[src/rtl/rfifo_pkg.sv]
package rfifo_pkg;

  // one cycle's worth of requests seen by the pointer logic
  typedef struct packed {
    logic wr;
    logic rd;
    logic rewind;
  } fifo_req_t;

  // decisions the pointer logic hands to storage
  typedef struct packed {
    logic wr_fire;
    logic rd_fire;
    logic rw_fire;
  } fifo_grant_t;

endpackage

[src/rtl/rfifo_ctrl.sv]
module rfifo_ctrl
  import rfifo_pkg::*;
#(
  parameter int unsigned DEPTH = 256,
  localparam int unsigned AW = $clog2(DEPTH),
  localparam int unsigned CW = AW + 1
) (
  input  logic          clk,
  input  logic          rst_n,
  input  fifo_req_t     req,
  output fifo_grant_t   grant,
  output logic [AW-1:0] wptr,
  output logic [AW-1:0] rptr,
  output logic [CW-1:0] count
);

  localparam logic [CW-1:0] CNT_FULL = CW'(DEPTH);

  logic          is_full;
  logic          is_empty;
  logic [CW-1:0] count_nxt;
  logic [CW-1:0] rewind_cnt;

  always_comb begin
    is_full        = (count == CNT_FULL);
    is_empty       = (count == '0);
    grant.rd_fire  = req.rd && !is_empty;
    // a read accepted in the same cycle frees the slot the write needs
    grant.wr_fire  = req.wr && (!is_full || grant.rd_fire);
    grant.rw_fire  = req.rewind && !req.wr && !req.rd;
  end

  always_comb begin
    if ((wptr == '0) && is_full) rewind_cnt = CNT_FULL;
    else                         rewind_cnt = {1'b0, wptr};
  end

  always_comb begin
    count_nxt = count;
    if (grant.rw_fire) begin
      count_nxt = rewind_cnt;
    end else begin
      case ({grant.wr_fire, grant.rd_fire})
        2'b10:   count_nxt = count + 1'b1;
        2'b01:   count_nxt = count - 1'b1;
        default: count_nxt = count;
      endcase
    end
  end

  always_ff @(posedge clk or negedge rst_n) begin
    if (!rst_n) begin
      wptr  <= '0;
      rptr  <= '0;
      count <= '0;
    end else begin
      count <= count_nxt;
      if (grant.wr_fire) wptr <= wptr + 1'b1;
      if (grant.rw_fire)      rptr <= '0;
      else if (grant.rd_fire) rptr <= rptr + 1'b1;
    end
  end

  AST_NO_OVERFLOW: assert property (@(posedge clk) disable iff (!rst_n)
    count <= CNT_FULL);

  AST_FULL_HOLDS_WPTR: assert property (@(posedge clk) disable iff (!rst_n)
    (is_full && req.wr && !req.rd) |=> $stable(wptr));

  AST_EMPTY_HOLDS_RPTR: assert property (@(posedge clk) disable iff (!rst_n)
    (is_empty && req.rd) |=> $stable(rptr));

  AST_REWIND_ZERO: assert property (@(posedge clk) disable iff (!rst_n)
    (req.rewind && !req.wr && !req.rd) |=> (rptr == '0) && $stable(wptr));

  AST_REWIND_BLOCKED: assert property (@(posedge clk) disable iff (!rst_n)
    (req.rewind && req.wr && !req.rd) |=> $stable(rptr));

  AST_FULL_BOTH: assert property (@(posedge clk) disable iff (!rst_n)
    (is_full && req.wr && req.rd && !req.rewind) |=> (count == CNT_FULL));

endmodule

[src/rtl/rfifo_store.sv]
module rfifo_store
  import rfifo_pkg::*;
#(
  parameter int unsigned WIDTH = 9,
  parameter int unsigned DEPTH = 256,
  localparam int unsigned AW = $clog2(DEPTH)
) (
  input  logic             clk,
  input  logic             rst_n,
  input  fifo_grant_t      grant,
  input  logic [AW-1:0]    wptr,
  input  logic [AW-1:0]    rptr,
  input  logic [WIDTH-1:0] wr_data,
  output logic [WIDTH-1:0] rd_data,
  output logic             rd_valid
);

  logic [WIDTH-1:0] mem [DEPTH];

  always_ff @(posedge clk) begin
    if (grant.wr_fire) mem[wptr] <= wr_data;
  end

  // read samples the old word even when a write hits the same slot
  always_ff @(posedge clk or negedge rst_n) begin
    if (!rst_n) begin
      rd_data  <= '0;
      rd_valid <= 1'b0;
    end else begin
      rd_valid <= grant.rd_fire;
      if (grant.rd_fire) rd_data <= mem[rptr];
    end
  end

  AST_VALID_FOLLOWS_READ: assert property (@(posedge clk) disable iff (!rst_n)
    grant.rd_fire |=> rd_valid);

  AST_DATA_HOLDS: assert property (@(posedge clk) disable iff (!rst_n)
    !grant.rd_fire |=> (!rd_valid && $stable(rd_data)));

endmodule

[src/rtl/rfifo_status.sv]
module rfifo_status #(
  parameter int unsigned DEPTH = 256,
  localparam int unsigned CW = $clog2(DEPTH) + 1
) (
  input  logic          clk,
  input  logic          rst_n,
  input  logic [CW-1:0] count,
  output logic          empty,
  output logic          full,
  output logic          half_full
);

  localparam logic [CW-1:0] CNT_FULL = CW'(DEPTH);
  localparam logic [CW-1:0] CNT_HALF = CW'(DEPTH / 2);

  always_comb begin
    empty     = (count == '0);
    full      = (count == CNT_FULL);
    half_full = (count > CNT_HALF);
  end

  AST_EMPTY_FULL_EXCL: assert property (@(posedge clk) disable iff (!rst_n)
    !(empty && full));

  AST_FULL_IS_HALF: assert property (@(posedge clk) disable iff (!rst_n)
    full |-> half_full);

endmodule

[src/rtl/rewind_fifo.sv]
module rewind_fifo
  import rfifo_pkg::*;
#(
  parameter int unsigned WIDTH = 9,
  parameter int unsigned DEPTH = 256
) (
  input  logic             clk,
  input  logic             rst_n,
  input  logic             wr_en,
  input  logic [WIDTH-1:0] wr_data,
  input  logic             rd_en,
  output logic [WIDTH-1:0] rd_data,
  output logic             rd_valid,
  input  logic             rewind,
  output logic             empty,
  output logic             full,
  output logic             half_full
);

  localparam int unsigned AW = $clog2(DEPTH);
  localparam int unsigned CW = AW + 1;

  fifo_req_t     req;
  fifo_grant_t   grant;
  logic [AW-1:0] wptr;
  logic [AW-1:0] rptr;
  logic [CW-1:0] count;

  always_comb begin
    req.wr     = wr_enable_ok(wr_en);
    req.rd     = rd_en;
    req.rewind = rewind;
  end

  function automatic logic wr_enable_ok(input logic w);
    return w;
  endfunction

  rfifo_ctrl #(.DEPTH(DEPTH)) u_ctrl (
    .clk   (clk),
    .rst_n (rst_n),
    .req   (req),
    .grant (grant),
    .wptr  (wptr),
    .rptr  (rptr),
    .count (count)
  );

  rfifo_store #(.WIDTH(WIDTH), .DEPTH(DEPTH)) u_store (
    .clk      (clk),
    .rst_n    (rst_n),
    .grant    (grant),
    .wptr     (wptr),
    .rptr     (rptr),
    .wr_data  (wr_data),
    .rd_data  (rd_data),
    .rd_valid (rd_valid)
  );

  rfifo_status #(.DEPTH(DEPTH)) u_status (
    .clk       (clk),
    .rst_n     (rst_n),
    .count     (count),
    .empty     (empty),
    .full      (full),
    .half_full (half_full)
  );

  AST_EMPTY_NO_VALID: assert property (@(posedge clk) disable iff (!rst_n)
    (empty && rd_en) |=> !rd_valid);

endmodule

[config.mk]
export PLATFORM = sky130hd
export DESIGN_NAME = rewind_fifo
export DESIGN_NICKNAME = d
export VERILOG_FILES = /design/src/rtl/rfifo_pkg.sv /design/src/rtl/rfifo_ctrl.sv /design/src/rtl/rfifo_store.sv /design/src/rtl/rfifo_status.sv /design/src/rtl/rewind_fifo.sv
export SDC_FILE = /design/constraint.sdc
export NUM_CORES = 2
export LEC_CHECK = 0
export ABC_CLOCK_PERIOD_IN_PS = 3040
export BUFFER_PORTS_ARGS = -buffer_cell sky130_fd_sc_hd__buf_4
export CAP_MARGIN = 25
export CORE_ASPECT_RATIO = 0.9
export CORE_MARGIN = 3
export CORE_UTILIZATION = 30
export CTS_BUF_LIST = sky130_fd_sc_hd__clkbuf_8 sky130_fd_sc_hd__clkbuf_16
export DETAILED_ROUTE_END_ITERATION = 12
export PLACE_DENSITY = 0.53
export SYNTH_ARGS = -nofsm -noshare
export SYNTH_HDL_FRONTEND = slang
export SYNTH_HIERARCHICAL = 1
export SYNTH_SLANG_ARGS = --single-unit
[constraint.sdc]
create_clock -name clk -period 3.04 [get_ports clk]
set_clock_uncertainty 0.1 [all_clocks]
set_input_delay 0.152 -clock clk [delete_from_list [all_inputs] [get_ports clk]]
set_output_delay 0.152 -clock clk [all_outputs]
set_load 0.005 [all_outputs]
* Word-level counts from Yosys, hierarchy flattened
Memories as Yosys holds them, arrays and structs flattened. A register that Yosys moved wholly into a read port is not among the register bits.
Index checks and enable logic that the tools add are counted.
** Operators by class
- Divide/modulo/power cells :: 0
- Shift operators :: 0
- Bitwise logic cells :: 0
- Add/subtract/negate cells :: 4
- Order comparisons :: 1
- Multiply operators :: 0
- Reduce and logical (&&, ||, !) cells :: 15
- Multiplexer cells :: 7
- Equal/unequal tests :: 3
** Operators with widths (number)
- 9-bit 2-to-1 mux :: 2
- 9-bit one-hot mux with 2 select lines :: 1
- 8-bit by 1-bit adder with 8-bit output, second input constant :: 2
- 8-bit 2-to-1 mux :: 2
- 9-bit by 1-bit adder with 9-bit output, second input constant :: 1
- 9-bit equality test, second input constant :: 1
- 9-bit by 8-bit > comparator with 1-bit output, second input constant :: 1
- 9-bit zero test :: 1
- 9-bit by 1-bit subtractor with 9-bit output, second input constant :: 1
- 8-bit zero test :: 1
- 1-bit logical AND :: 5
- 1-bit zero test :: 5
- 3-bit nonzero test :: 1
- 2-bit by 1-bit equality test with 1-bit output, second input constant :: 1
- 2-bit equality test, second input constant :: 1
- 1-bit 2-to-1 mux :: 2
- 2-bit nonzero test :: 1
- 1-bit logical OR :: 1
** Word-level totals
- Latch bits :: 0
- Bits in read-only memories :: 0
- RAM bits :: 2304
- Flip-flop bits (word level) :: 26
- Memories kept :: 1
- Logic and storage cells :: 35
- Bits of input ports :: 14
** Memories
- u_store.mem :: words 256, width 9, rd ports 1, clocked after Yosys merged registers in 1, wr ports 1, RTL line rfifo_store.sv:18 : logic [WIDTH-1:0] mem [DEPTH];

* Logic depth before layout (Yosys ltp)
- Depth after elaboration :: 8
- Mapped depth :: 13
- Mapped depth without buffers :: 13

* By module
Netlist, hierarchy kept.
** Modules (own cells, without submodules)
- rfifo_store :: area each 89872.4 µm², cells each 4247, instances 1
- rfifo_ctrl :: area each 1585.3 µm², cells each 168, instances 1
- rfifo_status :: area each 50.0 µm², cells each 7, instances 1

* Least setup slack after synthesis
OpenSTA, ideal clock, no wires.
- Kind :: register to register
- Start :: register u_ctrl.count[0]
- End :: register u_ctrl.count[8]
- Arrival :: 3.152 ns
- Slack :: -0.303 ns
- Stages on the path, launching flop included :: 14
- Data required time :: 2.848 ns
- Library setup time :: 0.092 ns
- Cells stage by stage :: dfrtp_1 -> nor4_2 -> nand2_1 -> o21ai_1 -> inv_1 -> nand2b_1 -> inv_1 -> ha_1 -> nor2b_1 -> o311a_1 -> o31a_1 -> a31o_1 -> xor2_1 -> o31ai_2
** RTL lines
- start: declaration :: RTL line rfifo_ctrl.sv:14 : output logic [CW-1:0] count
- start signal: assignment :: RTL line rfifo_ctrl.sv:57 : count <= count_nxt;

==> flow_summary.toml <==
[synth]
syn-num-nets = 4447
syn_area_um2 = 91500
ys_seq_area_share_pct = 76.6
ys_top_cells_by_area = "edfxtp_1, mux4_2, mux2i_1"
syn_inst = 4422
synth.distinct_cells = 88
yosysWarningCount = 6
synthArstFlopShare_pct = 1.50
ys_ff_latch = 2339
postSynthAreaPerCell_um2 = 20.7
synth_edf_count = 2304
synth_top_flop_cell = "edfxtp_1"
synth_top_cell_by_area = "edfxtp_1"
yosysTopAreaCellShare_pct = 75.6

[cts]
clockRootBuffer = "clkbuf_16"
cts_max_level = 4
clock_latency_ps = 890
cts_made_buffers = 235
cts.reportedPaths.clkPinSlew_ps = 60
tritoncts = "done"
clk_path_buf_depth = 4
cts_sinks = 2339

[final_layout]
utilization_pct = 36.8
final_nets = 5227
drive_gt1_share_pct = 32.7
design_area_um2 = 111000
area_delta_synth_final_pct = 21.7
nFillCells = 27700
fin_cells = 9440

[floorplanning]
dieWidth_um = 588
initial_core_util_pct = 30.3
die_h_um = 530
boundaryPins = 27
core-area_um2 = 302000
dieArea_um2 = 312000
row_count = 191

[power]
total_power_mw = 85.7
leakage_nw = 35.8
p_per_area_nw_per_um2 = 769
vdd_drop_max_mv = 0.466

[run_status]
violations = "negative setup slack"
status = "finished, violations left"

[sta]
rsz0062_at_grt = "true"
worst_slew_pin_slew_ps = 1150
slew_viol_final = 0
fmax_ghz = 0.321
slew_headroom_pct = 23.0
post-route-period-util_pct = 103
setup_viol = 7
timing.hold.ws_ps = 207
setup_tns_ps = -200
fin_crit_ps = 3120
hold_viol = 0
setup_slack_ps = -78.0

[routing]
vias = 49400
wire_per_inst_um = 29.4
drc_errors = 0
vias_per_cell = 5.24
antenna_left = 0
drt-initial-drc-count = 6272
wl_mm = 278
firstDrtPassIters = 6

[placed_design]
dp_slack_ps = -702
hpwl_mm = 184
routabilityCongestion = 0.887
placed_cells = 8880
place_area_um2 = 101000
numPortBuffers = 26

[global_routing]
gr-total-overflow = 0
grt_pass1_wl_mm = 388
grt_pass1_vias = 48600
antenna_found_initial = 12
globalRouteTotalUtil_pct = 17.4
grt_max_degree = 95

[critical_path]
path_max_fanout = 8
cp_data_arrival_time_ps = 3800
path_class = "reg2reg"
critPathLaunchType = "flop"
endpoint_kind = "flop"
required_ps = 3720

[flow_run]
cap_viol_max_count = 0

[hold_path]
min_path_type = "in2reg"
-- registers in the layout (all words and copies together), names as in the netlist --
register and cells:
u_store/mem 2304, u_ctrl/count 9, u_store/rd_data 9, u_ctrl/rptr 8, u_ctrl/wptr 8, u_store/rd_valid 1
-- report_power, final --
part           total [mW]  switching (mW)  leakage (nW)  internal, mW
clock                28.2            12.2          3.80          15.9
sequential           36.5           0.570          21.1          35.9
combinational        21.1            11.9          10.8          9.12
-- path summary, 6_finish.rpt --
kind | startpoint | endpoint | slack (ps) | cells past startpoint
worst min register to register | u_store/rd_data[3] | u_store/rd_data[3] | 570 | 1
max in group asynchronous | rst_n | u_ctrl/rptr[4] | 2310 | 4
worst max register to register | u_ctrl/rptr[0] | u_store/rd_data[8] | -80 | 10
worst min-delay path | wr_data[0] | u_store/mem[231][0] | 210 | 2
worst max-delay path | u_ctrl/rptr[0] | u_store/rd_data[8] | -80 | 10
min in group asynchronous | rst_n | u_ctrl/count[6] | 270 | 4
-- synthesized netlist by cell type, types with 10 or more instances --
cell type,instances
edfxtp_1,2304
mux4_2,483
nor2_1,321
mux2i_1,209
nand2_1,114
clkbuf_1,113
o22ai_1,78
a22oi_1,63
nor3_1,57
buf_6,54
nand3_1,54
a21oi_1,47
buf_2,42
o21ai_0,41
o221ai_1,38
dfrtp_1,35
a211oi_1,24
nand4_1,24
a221oi_1,21
a22o_1,16
inv_1,16
buf_4,15
buf_8,14
a2111oi_0,13
a31oi_1,13
mux4_1,13
nor2b_1,13
ha_1,10
o211ai_1,10
-- critical path, stage by stage (launching register included) --
cell and delay, ps:
dfrtp_4 550, buf_16 190, buf_6 130, buf_8 130, mux4_1 340, a22o_1 180
nor4b_4 70, nor4_2 290, nand4_1 310, or4_4 640, o221ai_2 70
-- routing by layer --
metal | up-vias | track usage [%] | wire length [um]
li1 | 20000 | - | -
met1 | 26900 | 25.4 | 119000
met2 | 2174 | 26.7 | 126000
met3 | 369 | 3.58 | 25300
met4 | 2 | 4.04 | 6990
met5 | - | 0 | 13
-- cells by family (layout without fill, tap and decap cells) --
family	count (synthesis)	count (layout)	share of synthesized area, %
flip-flops	2339	2339	76.6
AND/OR/NAND/NOR	638	638	3.10
other	0	2	0
adder cells (fa/ha/maj)	11	11	0.159
multiplexers	709	709	14.6
buffers and inverters	278	1241	2.04
AO/OA/AOI/OAI	431	431	3.40
XOR/XNOR	16	16	0.153
-- layout make-up --
cell class	instances	area, um^2	area share, %
multi-input combinational	1805	20600	18.5
tap	4053	5070	4.55
clock buffer	238	5930	5.33
clock inverter	182	1460	1.31
sequential	2339	70100	62.9
inverter	19	82.6	0.0742
antenna	2	5.00	0.00449
timing repair buffer	802	8170	7.34
-- layout by cell type, fill, tap and decap left out, types with 30 or more instances in the layout --
master and count:
a21oi_1 37, a22oi_1 47, buf_12 108, buf_4 573, buf_6 68, clkbuf_16 240
clkinv_1 58, clkinv_2 43, dfrtp_1 30, edfxtp_1 2304, inv_1 58, mux2i_1 208
mux4_2 484, nand2_1 108, nand3_1 52, nor2_1 313, nor3_1 42, o21ai_0 30
o221ai_1 34, o22ai_1 63
-- repair_timing --
item	CTS	global route
resized for setup	165	84
setup buffers	62	25
pin swaps	44	45
cloned	6	3
hold endpoints to repair	1263	0
endpoints found under the setup margin	53	226
hold buffers	16	0
No activity file was read; power rests on OpenSTA's default activity.
